[config.mk]
export PLATFORM = sky130hd
export DESIGN_NAME = issue_stall_ctrl
export DESIGN_NICKNAME = d
export VERILOG_FILES = /design/src/rtl/isc_pkg.sv /design/src/rtl/isc_stall_timer.sv /design/src/rtl/isc_barrier_table.sv /design/src/rtl/isc_issue_gate.sv /design/src/rtl/issue_stall_ctrl.sv
export SDC_FILE = /design/constraint.sdc
export NUM_CORES = 1
export LEC_CHECK = 0
export BUFFER_PORTS_ARGS = -buffer_cell sky130_fd_sc_hd__buf_2
export CORE_ASPECT_RATIO = 0.7
export CORE_MARGIN = 2
export CORE_UTILIZATION = 45
export DETAILED_ROUTE_END_ITERATION = 8
export GPL_TIMING_DRIVEN = 0
export PLACE_DENSITY_LB_ADDON = 0.1
export SLEW_MARGIN = 20
export SYNTH_ARGS = -nofsm -noshare
export SYNTH_HDL_FRONTEND = slang
export SYNTH_HIERARCHICAL = 1
export SYNTH_SLANG_ARGS = --single-unit
export TNS_END_PERCENT = 20
[constraint.sdc]
create_clock -name clk -period 3.3 [get_ports clk]
set_input_delay 0.33 -clock clk [delete_from_list [all_inputs] [get_ports clk]]
set_output_delay 0.33 -clock clk [all_outputs]
set_load 0.01 [all_outputs]
[src/rtl/isc_pkg.sv]
package isc_pkg;

  // Fixed sizes of the compiler control fields.
  localparam int unsigned STALL_BITS = 4;
  localparam int unsigned BARRIERS   = 6;

  // Cycles to wait before the next issue; code 0 selects the long default.
  function automatic int unsigned wait_cycles(input int unsigned code,
                                              input int unsigned long_wait);
    return (code == 0) ? long_wait : code;
  endfunction

endpackage

[src/rtl/isc_stall_timer.sv]
module isc_stall_timer
  import isc_pkg::*;
#(
  parameter int unsigned STALL_W      = STALL_BITS,
  parameter int unsigned DEFAULT_WAIT = 32
) (
  input  logic               clk,
  input  logic               rst_n,
  input  logic               load,
  input  logic [STALL_W-1:0] code,
  output logic               busy
);

  localparam int unsigned CODE_MAX = (1 << STALL_W) - 1;
  localparam int unsigned SPAN     = (DEFAULT_WAIT > CODE_MAX) ? DEFAULT_WAIT : CODE_MAX;
  localparam int unsigned CNT_W    = $clog2(SPAN + 1);

  logic [CNT_W-1:0] remain;
  logic [CNT_W-1:0] load_val;

  // Cycles left after the issue cycle itself.
  always_comb begin
    load_val = CNT_W'(wait_cycles(int'(code), DEFAULT_WAIT) - 1);
  end

  always_ff @(posedge clk) begin
    if (!rst_n) begin
      remain <= '0;
    end else if (load) begin
      remain <= load_val;
    end else if (remain != '0) begin
      remain <= remain - CNT_W'(1);
    end
  end

  assign busy = (remain != '0);

  // a running count steps down by one each cycle
  p_count_down_r2: assert property (@(posedge clk) disable iff (!rst_n)
    (remain != '0) |=> (remain == $past(remain) - CNT_W'(1)));

  // the issue gate only loads an idle timer
  p_load_idle_r2: assert property (@(posedge clk) disable iff (!rst_n)
    load |-> (remain == '0));

  // code zero arms the long wait
  p_long_wait_r3: assert property (@(posedge clk) disable iff (!rst_n)
    (load && code == '0) |=> (remain == CNT_W'(DEFAULT_WAIT - 1)));

endmodule

[src/rtl/isc_barrier_table.sv]
module isc_barrier_table #(
  parameter int unsigned NUM_BAR = 6,
  parameter int unsigned IDX_W   = 3
) (
  input  logic               clk,
  input  logic               rst_n,
  input  logic               set_en,
  input  logic [IDX_W-1:0]   set_idx,
  input  logic               clr_en,
  input  logic [IDX_W-1:0]   clr_idx,
  output logic [NUM_BAR-1:0] pending
);

  logic [NUM_BAR-1:0] set_hit;
  logic [NUM_BAR-1:0] clr_hit;

  for (genvar i = 0; i < NUM_BAR; i++) begin : g_slot
    assign set_hit[i] = set_en && (set_idx == IDX_W'(i));
    assign clr_hit[i] = clr_en && (clr_idx == IDX_W'(i));

    always_ff @(posedge clk) begin
      if (!rst_n) begin
        pending[i] <= 1'b0;
      end else if (set_hit[i]) begin
        pending[i] <= 1'b1;
      end else if (clr_hit[i]) begin
        pending[i] <= 1'b0;
      end
    end

    // a set beats a clear for the same slot
    p_set_wins_r6: assert property (@(posedge clk) disable iff (!rst_n)
      set_hit[i] |=> pending[i]);

    // a lone clear frees the slot
    p_clear_r6: assert property (@(posedge clk) disable iff (!rst_n)
      (clr_hit[i] && !set_hit[i]) |=> !pending[i]);

    // untouched slots keep their state
    p_hold_r4: assert property (@(posedge clk) disable iff (!rst_n)
      (!set_hit[i] && !clr_hit[i]) |=> (pending[i] == $past(pending[i])));
  end

  // out-of-range indices change nothing
  p_bad_idx_r9: assert property (@(posedge clk) disable iff (!rst_n)
    (int'(set_idx) >= NUM_BAR && int'(clr_idx) >= NUM_BAR) |=>
      (pending == $past(pending)));

endmodule

[src/rtl/isc_issue_gate.sv]
module isc_issue_gate #(
  parameter int unsigned NUM_BAR = 6
) (
  input  logic               in_valid,
  input  logic [NUM_BAR-1:0] wait_mask,
  input  logic [NUM_BAR-1:0] pending,
  input  logic               timer_busy,
  output logic               ready,
  output logic               fire
);

  logic blocked_by_bar;

  always_comb begin
    blocked_by_bar = |(wait_mask & pending);
    ready          = !timer_busy && !blocked_by_bar;
    fire           = in_valid && ready;
  end

endmodule

[src/rtl/issue_stall_ctrl.sv]
module issue_stall_ctrl
  import isc_pkg::*;
#(
  parameter int unsigned TAG_W        = 8,
  parameter int unsigned STALL_W      = STALL_BITS,
  parameter int unsigned NUM_BAR      = BARRIERS,
  parameter int unsigned DEFAULT_WAIT = 32,
  localparam int unsigned IDX_W       = (NUM_BAR > 1) ? $clog2(NUM_BAR) : 1
) (
  input  logic               clk,
  input  logic               rst_n,
  input  logic               in_valid,
  output logic               in_ready,
  input  logic [TAG_W-1:0]   in_tag,
  input  logic [STALL_W-1:0] in_stall,
  input  logic               in_set_en,
  input  logic [IDX_W-1:0]   in_set_idx,
  input  logic [NUM_BAR-1:0] in_wait_mask,
  input  logic               done_valid,
  input  logic [IDX_W-1:0]   done_idx,
  output logic               iss_valid,
  output logic [TAG_W-1:0]   iss_tag,
  output logic [NUM_BAR-1:0] bar_pending
);

  logic fire;
  logic timer_busy;

  isc_issue_gate #(.NUM_BAR(NUM_BAR)) u_gate (
    .in_valid   (in_valid),
    .wait_mask  (in_wait_mask),
    .pending    (bar_pending),
    .timer_busy (timer_busy),
    .ready      (in_ready),
    .fire       (fire)
  );

  isc_stall_timer #(.STALL_W(STALL_W), .DEFAULT_WAIT(DEFAULT_WAIT)) u_timer (
    .clk   (clk),
    .rst_n (rst_n),
    .load  (fire),
    .code  (in_stall),
    .busy  (timer_busy)
  );

  isc_barrier_table #(.NUM_BAR(NUM_BAR), .IDX_W(IDX_W)) u_bars (
    .clk     (clk),
    .rst_n   (rst_n),
    .set_en  (fire && in_set_en),
    .set_idx (in_set_idx),
    .clr_en  (done_valid),
    .clr_idx (done_idx),
    .pending (bar_pending)
  );

  always_ff @(posedge clk) begin
    if (!rst_n) begin
      iss_valid <= 1'b0;
      iss_tag   <= '0;
    end else begin
      iss_valid <= fire;
      if (fire) iss_tag <= in_tag;
    end
  end

  // a running timer holds back the next instruction
  p_busy_blocks_r2: assert property (@(posedge clk) disable iff (!rst_n)
    timer_busy |-> !in_ready);

  // a pending barrier in the wait mask holds back issue
  p_mask_blocks_r5: assert property (@(posedge clk) disable iff (!rst_n)
    (|(in_wait_mask & bar_pending)) |-> !in_ready);

  // one strobe carrying the tag follows each handshake
  p_strobe_r7: assert property (@(posedge clk) disable iff (!rst_n)
    (in_valid && in_ready) |=> (iss_valid && iss_tag == $past(in_tag)));

  // no strobe without a handshake
  p_no_spurious_r7: assert property (@(posedge clk) disable iff (!rst_n)
    !(in_valid && in_ready) |=> !iss_valid);

endmodule

Word level (Yosys, flattened, before mapping)

Index checks and enable logic that the tools add are counted.

Bits of input ports: 29
Output and inout port bits: 16
Register bits: 21

Equal/unequal tests: 10
Muxes and demuxes: 15
Bitwise operators: 1
Add/sub/neg operators: 2
Reduce and logical (&&, ||, !) cells: 29

Operators with widths:

| cell                  | count |
|---|---|
| $mux W6               | 3 |
| $logic_and A1 B1 Y1   | 15 |
| $reduce_bool A2 Y1    | 7 |
| $eq A3 B2 Y1 const B  | 4 |
| $eq A3 B3 Y1 const B  | 4 |
| $mux W1               | 12 |
| $sub A6 B1 Y6 const B | 2 |
| $and A6 B6 Y6         | 1 |
| $eq A3 B1 Y1 const B  | 2 |
| $logic_not A3 Y1      | 2 |
| $reduce_bool A6 Y1    | 1 |
| $reduce_or A6 Y1      | 1 |
| $logic_not A4 Y1      | 1 |
| $logic_not A1 Y1      | 2 |

Longest topological paths before layout

Word-level depth: 8
Depth in mapped cells: 10

Cells and area by module

The synthesis kept the hierarchy.

By module, submodules not included:

| module            | area an instance (um^2) | cells an instance | times used | seq. area each (um^2) |
|---|---|---|---|---|
| isc_stall_timer   | 341.6                   | 34                | 1          | 120.1 |
| issue_stall_ctrl  | 336.6                   | 28                | 1          | 180.2 |
| isc_barrier_table | 294.0                   | 30                | 1          | 120.1 |
| isc_issue_gate    | 38.8                    | 5                 | 1          | 0.0 |

Least setup slack after synthesis

No wires, ideal clock.

Path type: register to register
From: register u_timer.remain[0]
To: register u_timer.remain[4]
Arrival: 2797 ps
Library setup time: 117 ps
Period minus slack after synthesis: 2914 ps
Path buffers: 1
Setup slack: 386 ps
Cell stages (with the launch flop): 11
Cell sequence: dfxtp_1 -> or3_4 -> or4_4 -> a21oi_1 -> and4_1 -> clkbuf_1 -> mux2i_1 -> ha_1 -> nor3b_1 -> xor2_1 -> a32o_1

Longest elaborated chain between the ends: 5
Elaborated cells on any way between the ends: 8

RTL lines:

| element                                              | line                   | RTL |
|---|---|---|
| from (decl)                                          | isc_stall_timer.sv:18  | `logic [CNT_W-1:0] remain;` |
| from (signal assigned)                               | isc_stall_timer.sv:30  | `remain <= load_val;` |
| from (signal assigned)                               | isc_stall_timer.sv:32  | `remain <= remain - CNT_W'(1);` |
| $reduce_bool A6 Y1 (*)                               | isc_stall_timer.sv:36  | `assign busy = (remain != '0);` |
| via timer_busy                                       | issue_stall_ctrl.sv:27 | `logic timer_busy;` |
| $logic_not A1 Y1 (*)                                 | isc_issue_gate.sv:16   | `ready = !timer_busy && !blocked_by_bar;` |
| $logic_and A1 B1 Y1 (*)                              | isc_issue_gate.sv:16   |  |
| $logic_and A1 B1 Y1 (*)                              | isc_issue_gate.sv:17   | `fire = in_valid && ready;` |
| via fire                                             | issue_stall_ctrl.sv:26 | `logic fire;` |
| $mux W6 / $reduce_bool A2 Y1 (equally long branches) | -                      |  |

Mark *: on every way through the listed nets, which the timed path passes. The rest lies on a longest branch. The select of a mux whose other input is x is not followed.
A chain may end at the register's enable or synchronous reset.

Worst setup path in the final report

Ends and elaborated chain as after synthesis.

==> flow_summary.toml <==
[global_route]
antenna_found_initial = 0
grt_pass1_wl_um = 3410
gr-usage-all-layers = 0.176
grt_pass1_vias = 794
grt_overflow = 0
grt_max_degree = 17

[worst_hold_path]
min_path_type = "in2reg"
min_from = "in_set_idx[0]"
holdPathEnd = "u_bars/pending[2]$_SDFFE_PN0P_"
hold_depth = 2

[finish]
layout_common_cells = "44 x buf_2, 21 x dfxtp_1, 10 x mux2i_1, 9 x nor2b_1, 6 x nand2_1"
diodes = 0
fin_area_um2 = 1300
drive_gt1_frac = 0.414
synthToLayoutAreaGrowth_pct = 28.5
layout_commonest_cell = "buf_2"
final_util = 0.608
layout.nets = 176

[clock_network]
hold_buffers = 0
clkLatencyLatePin_ps = 300
numCtsBuffers = 3
cts_tree = "done"
clock_path_buffers = 2
clock-sinks = 21
htree_levels = 1
clkTransAtPathRegs_ps = 110
clockRootBuffer = "clkbuf_4"

[yosys]
synthTopCellsByArea = "dfxtp_1 42%, mux2i_1 9.9%, nor2b_1 5.6%"
synth.yosys.seq_area_share = 0.416
synth_flop_cell = "dfxtp_1"
postSynthCellCount = 97
yosysUniqueCellTypes = 37
async_flop_share = 0
avgSynthCellArea_um2 = 10.4
synth.top_cell.area_share = 0.416
ys_seq_elements = 21
syn_nets = 127
synth_area_leader_cell = "dfxtp_1"
synth_edf_count = 0
synth_warnings = 6
synth_area_um2 = 1010

[job]
max-cap-violations = 0

[sta]
hold_violations = 0
setup_viol = 0
fin_skew_ps = 4.81
timing.fmax_mhz = 325
slew_headroom = 0.720
slew_violations = 0
fin_crit_ps = 3080
tightest_slew_ps = 420
rsz0062_at_grt = "false"
tns_ps = 0
fin_crit_sh = 0.933

[floorplanning]
dieArea_um2 = 2650
fp-row-count = 14
start_util = 0.473
ios = 45
die_x_um = 60.7
coreArea_um2 = 2140
die_height_um = 43.7

[placed_design]
dpl_cell_area_um2 = 1270
place_congestion = 0.812
io_buffers = 44
hpwl_um = 1770

[outcome]
status = "completed"

[worst_setup_path]
cp_max_fo = 8
cp.arrival_ps = 3280
reg2regPathDepth = 10
worstReg2RegStart = "u_timer/remain[0]$_SDFFE_PN0P_"
r2r-end = "u_timer/remain[4]$_SDFFE_PN0P_"
reg2reg_slack_ps = 220
worst-setup-path-type = "reg2reg"
cp.required_ps = 3500
endpoint_kind = "register"
start_kind = "register"

[power_and_ir_drop]
clkPwrFrac = 0.141
switchingPower_uw = 295
swShare = 0.348
power_leakage_uw = 0.000596
ir_worst_vdd_uv = 279
seqPwrFrac = 0.399
powerDensity_nw_per_um2 = 652
comb_power_share = 0.460
intPower_uw = 553

[drt]
wl_um = 2290
via_count = 928
first_iter_violations = 26
wl_per_cell_um = 13.0
drt-vias-per-instance = 5.24
drtAntennaViolNets = 0
post-route-drc-count = 0
drt_first_pass_iters = 4
routing by layer:
metal	vias up	track usage	wire [µm]
li1	465	-	-
met1	427	0.223	1090
met2	34	0.297	1030
met3	2	0.0537	158
met4	0	0.0391	13
met5	-	0	0
state kept, by name, summed over array words and instances, names as in the netlist:
| name | cells |
|---|---|
| iss_valid | 1 |
| u_timer/remain | 6 |
| u_bars/pending | 6 |
| iss_tag | 8 |
layout make-up:
class / instances / area (µm²)
inverter: 3 / 11.3
clock buffer: 4 / 26.3
timing repair buffer: 44 / 220
buffer: 3 / 27.5
tap: 32 / 40.0
multi-input combinational: 70 / 553
fill: 201 / 838
sequential: 21 / 420
synth_stat cells (3+ instances only):
master	instances
dfxtp_1	21
and4bb_2	3
o22ai_1	4
nand2_1	6
and2_2	3
mux2i_1	10
nor2b_1	9
inv_1	3
xor2_1	3
power by group through the flow:
| stage | clock [µW] | sequential (µW) | combinational, µW |
|---|---|---|---|
| floorplan | 0 | 352 | 272 |
| global placement | 0 | 341 | 377 |
| detailed placement | 0 | 343 | 389 |
| CTS | 125 | 337 | 390 |
| global route | 134 | 345 | 430 |
| finish | 120 | 338 | 390 |
worst max-delay path by stage:
stage                                         from                              to  slack (ps)  cells past startpoint
floorplan           u_timer/remain[0]$_SDFFE_PN0P_  u_timer/remain[4]$_SDFFE_PN0P_         390                     10
CTS                 u_timer/remain[0]$_SDFFE_PN0P_  u_timer/remain[4]$_SDFFE_PN0P_         100                     10
global route        u_timer/remain[0]$_SDFFE_PN0P_  u_timer/remain[4]$_SDFFE_PN0P_          40                     10
finish              u_timer/remain[0]$_SDFFE_PN0P_  u_timer/remain[4]$_SDFFE_PN0P_         220                     10
detailed placement  u_timer/remain[0]$_SDFFE_PN0P_  u_timer/remain[4]$_SDFFE_PN0P_         130                     10
global placement    u_timer/remain[0]$_SDFFE_PN0P_  u_timer/remain[4]$_SDFFE_PN0P_         170                     10
per-stage QoR:
| stage | hold WS [ps] | worst slack [ps] | cells | total power (µW) |
|---|---|---|---|---|
| floorplan | 424 | 386 | 97 | 624 |
| global placement | 479 | 172 | 173 | 717 |
| detailed placement | 484 | 134 | 173 | 733 |
| CTS | 250 | 95.9 | 177 | 853 |
| global route | 265 | 35.3 | 177 | 909 |
| finish | 264 | 222 | 177 | 847 |
logic make-up after synthesis:
kind of cell,share of synthesized area
AO/OA/AOI/OAI,0.141
XOR/XNOR,0.0260
adder cells (fa/ha/maj),0.0124
buffers and inverters,0.0371
flip-flops,0.416
multiplexers,0.0990
AND/OR/NAND/NOR,0.269
critical path: stages (launching register included):
cell	delay (ps)
dfxtp_1	340
or3_4	410
or4_4	460
a21oi_1	160
and4_1	240
clkbuf_2	230
mux2i_1	260
ha_1	270
nor3b_1	260
xor2_1	100
a32o_1	260
what timing repair did:
item                                    4_1_cts  5_1_grt
setup buffers                                 0        0
resized for setup                             0        2
endpoints found under the setup margin        0        1
Power figures use the tool's default switching activity.
